File: src/rtl/bus_hold_pkg.sv
package bus_hold_pkg;
  typedef enum logic [2:0] {
    HS_OWN     = 3'd0,
    HS_DRAIN   = 3'd1,
    HS_FLOAT   = 3'd2,
    HS_GRANT   = 3'd3,
    HS_RELEASE = 3'd4
  } hold_state_e;
endpackage

File: src/rtl/bus_hold_sync.sv
module bus_hold_sync #(
  parameter int STAGES    = 2,
  parameter bit RESET_VAL = 1'b1
) (
  input  logic clk,
  input  logic rst_n,
  input  logic din,
  output logic dout
);
  logic [STAGES-1:0] chain;

  genvar g;
  generate
    for (g = 0; g < STAGES; g++) begin : g_stage
      if (g == 0) begin : g_first
        always_ff @(posedge clk or negedge rst_n) begin
          if (!rst_n) chain[0] <= RESET_VAL;
          else        chain[0] <= din;
        end
      end else begin : g_next
        always_ff @(posedge clk or negedge rst_n) begin
          if (!rst_n) chain[g] <= RESET_VAL;
          else        chain[g] <= chain[g-1];
        end
      end
    end
  endgenerate

  assign dout = chain[STAGES-1];
endmodule

File: src/rtl/bus_hold_queue.sv
module bus_hold_queue #(
  parameter int W     = 16,
  parameter int DEPTH = 4
) (
  input  logic         clk,
  input  logic         rst_n,
  input  logic         push,
  input  logic [W-1:0] push_data,
  output logic         full,
  input  logic         pop,
  output logic [W-1:0] pop_data,
  output logic         empty
);
  localparam int AW = (DEPTH > 1) ? $clog2(DEPTH) : 1;
  localparam int CW = $clog2(DEPTH + 1);
  localparam logic [AW-1:0] LAST = AW'(DEPTH - 1);

  logic [W-1:0]  mem [DEPTH];
  logic [AW-1:0] wr_ptr, rd_ptr;
  logic [CW-1:0] cnt;

  function automatic logic [AW-1:0] step(input logic [AW-1:0] p);
    return (p == LAST) ? '0 : p + 1'b1;
  endfunction

  assign full     = (cnt == CW'(DEPTH));
  assign empty    = (cnt == '0);
  assign pop_data = mem[rd_ptr];

  always_ff @(posedge clk) begin
    if (push) mem[wr_ptr] <= push_data;
  end

  always_ff @(posedge clk or negedge rst_n) begin
    if (!rst_n) begin
      wr_ptr <= '0;
      rd_ptr <= '0;
      cnt    <= '0;
    end else begin
      if (push) wr_ptr <= step(wr_ptr);
      if (pop)  rd_ptr <= step(rd_ptr);
      case ({push, pop})
        2'b10:   cnt <= cnt + 1'b1;
        2'b01:   cnt <= cnt - 1'b1;
        default: cnt <= cnt;
      endcase
    end
  end

  AST_QUEUE_BOUND: assert property (@(posedge clk) disable iff (!rst_n)
    cnt <= CW'(DEPTH));
  AST_QUEUE_NO_PHANTOM_POP: assert property (@(posedge clk) disable iff (!rst_n)
    pop |-> !empty);
  AST_QUEUE_FULL_HOLDS: assert property (@(posedge clk) disable iff (!rst_n)
    (full && !pop) |=> full);
endmodule

File: src/rtl/bus_hold_fsm.sv
module bus_hold_fsm
  import bus_hold_pkg::*;
(
  input  logic clk,
  input  logic rst_n,
  input  logic req_s_n,
  input  logic eng_busy,
  input  logic launch,
  output logic oe,
  output logic ack_n,
  output logic own
);
  hold_state_e state, state_d;
  logic        oe_q, ack_n_q, launch_q;

  always_comb begin
    state_d = state;
    unique case (state)
      HS_OWN:     if (!req_s_n) state_d = HS_DRAIN;
      HS_DRAIN: begin
        if (req_s_n)                     state_d = HS_OWN;
        else if (!eng_busy && !launch_q) state_d = HS_FLOAT;
      end
      HS_FLOAT:   state_d = HS_GRANT;
      HS_GRANT:   if (req_s_n) state_d = HS_RELEASE;
      HS_RELEASE: state_d = HS_OWN;
      default:    state_d = HS_OWN;
    endcase
  end

  always_ff @(posedge clk or negedge rst_n) begin
    if (!rst_n) begin
      state    <= HS_OWN;
      oe_q     <= 1'b1;
      ack_n_q  <= 1'b1;
      launch_q <= 1'b0;
    end else begin
      state    <= state_d;
      oe_q     <= (state_d == HS_OWN) || (state_d == HS_DRAIN);
      ack_n_q  <= (state_d != HS_GRANT);
      launch_q <= launch;
    end
  end

  assign oe    = oe_q;
  assign ack_n = ack_n_q;
  assign own   = (state == HS_OWN);

  AST_ACK_ONLY_FLOATED: assert property (@(posedge clk) disable iff (!rst_n)
    !ack_n_q |-> !oe_q);
  AST_ACK_AFTER_FLOAT: assert property (@(posedge clk) disable iff (!rst_n)
    $fell(ack_n_q) |-> !$past(oe_q));
  AST_GAP_BEFORE_REDRIVE: assert property (@(posedge clk) disable iff (!rst_n)
    $rose(oe_q) |-> $past(ack_n_q));
  AST_RELEASE_STEP: assert property (@(posedge clk) disable iff (!rst_n)
    (state == HS_GRANT && req_s_n) |=> (ack_n_q && !oe_q));
  AST_ABORT_NO_GRANT: assert property (@(posedge clk) disable iff (!rst_n)
    (state == HS_DRAIN && req_s_n) |=> (state == HS_OWN && ack_n_q && oe_q));
  AST_DRAIN_KEEPS_BUS: assert property (@(posedge clk) disable iff (!rst_n)
    (state == HS_DRAIN && eng_busy) |=> oe_q);
endmodule

File: src/rtl/bus_hold_arbiter.sv
module bus_hold_arbiter #(
  parameter int DATA_W      = 16,
  parameter int QUEUE_DEPTH = 4,
  parameter int SYNC_STAGES = 2
) (
  input  logic              clk,
  input  logic              rst_n,
  input  logic              hold_req_n,
  input  logic              eng_busy,
  input  logic              in_valid,
  output logic              in_ready,
  input  logic [DATA_W-1:0] in_data,
  output logic              eng_valid,
  input  logic              eng_ready,
  output logic [DATA_W-1:0] eng_data,
  output logic              addr_oe,
  output logic              data_oe,
  output logic              ctrl_oe,
  output logic              hold_ack_n,
  output logic              stall
);
  logic req_s_n;
  logic q_full, q_empty;
  logic push, pop;
  logic own, oe;

  bus_hold_sync #(.STAGES(SYNC_STAGES), .RESET_VAL(1'b1)) u_sync (
    .clk  (clk),
    .rst_n(rst_n),
    .din  (hold_req_n),
    .dout (req_s_n)
  );

  assign in_ready  = !q_full;
  assign push      = in_valid && in_ready;
  assign eng_valid = !q_empty && own;
  assign pop       = eng_valid && eng_ready;

  bus_hold_queue #(.W(DATA_W), .DEPTH(QUEUE_DEPTH)) u_queue (
    .clk      (clk),
    .rst_n    (rst_n),
    .push     (push),
    .push_data(in_data),
    .full     (q_full),
    .pop      (pop),
    .pop_data (eng_data),
    .empty    (q_empty)
  );

  bus_hold_fsm u_fsm (
    .clk     (clk),
    .rst_n   (rst_n),
    .req_s_n (req_s_n),
    .eng_busy(eng_busy),
    .launch  (pop),
    .oe      (oe),
    .ack_n   (hold_ack_n),
    .own     (own)
  );

  assign addr_oe = oe;
  assign data_oe = oe;
  assign ctrl_oe = oe;
  assign stall   = !own;

  AST_NO_LAUNCH_FLOATED: assert property (@(posedge clk) disable iff (!rst_n)
    eng_valid |-> (addr_oe && !stall));
  AST_NO_TAKE_WHEN_FULL: assert property (@(posedge clk) disable iff (!rst_n)
    q_full |-> !in_ready);
endmodule

File: config.mk
export PLATFORM = sky130hd
export DESIGN_NAME = bus_hold_arbiter
export DESIGN_NICKNAME = d
export VERILOG_FILES = /design/src/rtl/bus_hold_pkg.sv /design/src/rtl/bus_hold_sync.sv /design/src/rtl/bus_hold_queue.sv /design/src/rtl/bus_hold_fsm.sv /design/src/rtl/bus_hold_arbiter.sv
export SDC_FILE = /design/constraint.sdc
export NUM_CORES = 1
export LEC_CHECK = 0
export ABC_AREA = 1
export BUFFER_PORTS_ARGS = -buffer_cell sky130_fd_sc_hd__buf_2
export CORE_UTILIZATION = 55
export CTS_CLUSTER_DIAMETER = 80
export CTS_CLUSTER_SIZE = 20
export DETAILED_ROUTE_END_ITERATION = 7
export GPL_ROUTABILITY_DRIVEN = 0
export PLACE_DENSITY = 0.81
export SLEW_MARGIN = 20
export SYNTH_ARGS = -nofsm -noshare
export SYNTH_HDL_FRONTEND = slang
export SYNTH_SLANG_ARGS = --single-unit
File: constraint.sdc
create_clock -name clk -period 5.7 [get_ports clk]
set_clock_uncertainty 0.05 [all_clocks]
set_input_delay 0.57 -clock clk [delete_from_list [all_inputs] [get_ports clk]]
set_output_delay 0.57 -clock clk [all_outputs]
set_load 0.01 [all_outputs]
==> out/results.ini <==
[run_status]
status=finished clean

[sta]
maxClockFrequency_mhz=405
finalCritPeriodShare=0.433
setup_violations=0
worst_slew_margin_rel=0.581
rsz0062_at_grt=false
worst_pin_slew_ns=0.629
whs_ns=0.0677
slew_violations=0
min_period_ns=2.47
finalSetupTns_ns=0
hold_viol=0

[yosys]
synth_cells=239
synth_cell_types=31
syn_area_sq_um=3280
synth-seq-area-share=0.702
synth_edf_count=64
synthFlopType=edfxtp_1
yosysWarnings=0
synth_nets=268
synth_seq_cells=79
postSynth.asyncResetShare=0.190
postSynthAreaPerCell_sq_um=13.7

[die]
die_h_um=79.2
initial_core_util=0.581
row_count=27
ios=45
coreArea_sq_um=5640
die_area_sq_um=6280
dieWidth_um=79.2

[critical_path]
path_cells=inv_2 > o21ai_1 > o22ai_1 > buf_2
required_ns=5.08
criticalPathCategory=flop to primary output
slowest_delay_ns=0.62
worstReg2RegStart=u_fsm.state[1]$_DFF_PN0_
start_kind=flop
crit_path_end_kind=primary output
cp_slowest_cell=dfrtp_1
path_max_fanout=19
cp.arrival_ns=1.85
crit_start=u_queue.rd_ptr[1]$_DFFE_PN0P_

[route]
drt_iter0_drc=144
wl_um=5700
drc=0
drt-pass1-iter-count=4
drtAntennaViolNets=0
viasPerCell=5.45
wire_per_inst_um=15.7
vias=1984

[cells_and_area]
finalNonFillerCells=364
fin_nets=317
drive_gt1_frac=0.318
area_growth_syn_to_layout_pct=12.5
antennaDiodeCount=0
seqCellArea_sq_um=2300
fill_cells=425
multi_input_comb_area_sq_um=793

[global_routing]
grt_usage=0.201
antenna_found_initial=0
grt_pass1_wl_um=9080
grt_overflow=0
grt_max_degree=37
grt_pass1_vias=1967

[clock_network]
insertion_delay_ns=0.34
clk_pin_slew_ns=0.08
cts-root-buf=clkbuf_8
numCtsBuffers=9
clk_path_buf_depth=2
clock-sinks=79
htreeDepth=3
cts_setup_buffers=0
cts_tree=built
holdBufCountCts=0
ctsResizeCount=0

[placement]
dp_cells=349
post-dp-hpwl_um=3530
portBuffers=44

[power_and_ir_drop]
peakVddDrop_uv=256
cellLeakagePower_nw=1.44
p_total_mw=1.93
power_density_nw_per_um2=523

[worst_hold_path]
hp-class=input port to async pin

[flow_run]
drv_cap=0

==> layout by cell type (no fill, tap or decap), drive strengths merged <==
cell / count
nand3b: 1
nor2: 41
ha: 6
clkinv: 5
clkbuf: 9
nor3: 1
nand4: 3
o22ai: 16
dfstp: 4
xor2: 1
nand3: 6
edfxtp: 64
dfrtp: 11
xnor2: 1
fa: 1
nand2: 16
o21ai: 35
buf: 49
inv: 18
or2: 1
bufinv: 1
a21oi: 2
==> state kept, by name (all words and copies together) (netlist names) <==
register and cells:
u_fsm.ack_n 1, u_fsm.launch_q 1, u_fsm.oe 1, u_fsm.state 3, u_queue.cnt 3, u_queue.mem 64
u_queue.rd_ptr 2, u_queue.wr_ptr 2, u_sync.chain 1, u_sync.dout 1
==> power by group <==
group | leakage [nW] | internal [mW] | total (mW) | switching, mW
logic | 0.583 | 0.263 | 0.713 | 0.451
clock network | 0.0937 | 0.195 | 0.382 | 0.187
registers | 0.765 | 0.768 | 0.836 | 0.0672
==> worst paths after layout <==
| check | slack (ns) | cells after the start | to |
|---|---|---|---|
| min in group clk | 0.27 | 1 | u_sync.chain[0]$_DFF_PN1_ |
| hold / removal | 0.07 | 1 | u_queue.wr_ptr[1]$_DFFE_PN0P_ |
| setup / recovery | 3.23 | 4 | eng_data[3] |
| hold reg to reg | 0.31 | 0 | u_sync.dout$_DFF_PN1_ |
| max in group asynchronous | 5.23 | 1 | u_fsm.ack_n$_DFF_PN1_ |
| setup reg to reg | 3.67 | 11 | u_queue.cnt[2]$_DFFE_PN0P_ |
==> per-layer routing <==
| metal | part of all wire | track usage |
|---|---|---|
| met4 | 0.019 | 0.118 |
| met3 | 0.071 | 0.0529 |
| met5 | 0 | 0 |
| met1 | 0.41 | 0.246 |
| met2 | 0.50 | 0.322 |
==> worst max-delay path: cells and delay by family, from the launching register on <==
kind	cells	cell delay [ns]
AOI/OAI and AO/OA	2	0.29
DFF	1	0.62
buffers and inverters	2	0.59
==> per-stage QoR <==
step                cell area, sq um  setup slack, ns   util
floorplan                       3280             3.85      -
finish                          3690             3.23  0.654
detailed placement              3510             3.59  0.623
CTS                             3690             3.21  0.654
global route                    3690             3.10  0.654
global placement                3510             3.64  0.623
==> area by class of cell <==
| type | instances | share of cell area |
|---|---|---|
| Tap cell | 72 | 0.0244 |
| Sequential cell | 79 | 0.624 |
| Inverter | 18 | 0.0190 |
| Clock buffer | 9 | 0.0336 |
| Multi-Input combinational cell | 131 | 0.215 |
| Clock inverter | 6 | 0.0142 |
| Timing Repair Buffer | 49 | 0.0699 |
==> kinds of logic (layout without fill, tap and decap cells) <==
| kind of cell | count (synthesis) | in the layout | synth area share |
|---|---|---|---|
| compound gates | 53 | 53 | 0.116 |
| xor+xnor | 2 | 2 | 0.00534 |
| fa+ha+maj | 7 | 7 | 0.0290 |
| buf+inv | 29 | 82 | 0.0561 |
| flops | 79 | 79 | 0.702 |
| simple gates | 69 | 69 | 0.0920 |
==> cells in the mapped netlist (2+ instances only) <==
cell type / count / area, sq um
nor2_1: 39 / 146
buf_6: 7 / 78.8
buf_4: 2 / 15.0
o21ai_0: 11 / 55.1
dfstp_2: 4 / 105
o22ai_1: 7 / 43.8
ha_1: 6 / 75.1
edfxtp_1: 64 / 1920
a21oi_1: 2 / 10.0
o21ai_2: 10 / 87.6
inv_2: 2 / 7.51
inv_1: 15 / 56.3
o22ai_2: 9 / 113
nand2_1: 14 / 52.6
nand4_1: 3 / 18.8
nand3_1: 6 / 30.0
dfrtp_1: 11 / 275
o21ai_1: 14 / 70.1
Note: power is estimated with default switching activity, not from simulation.
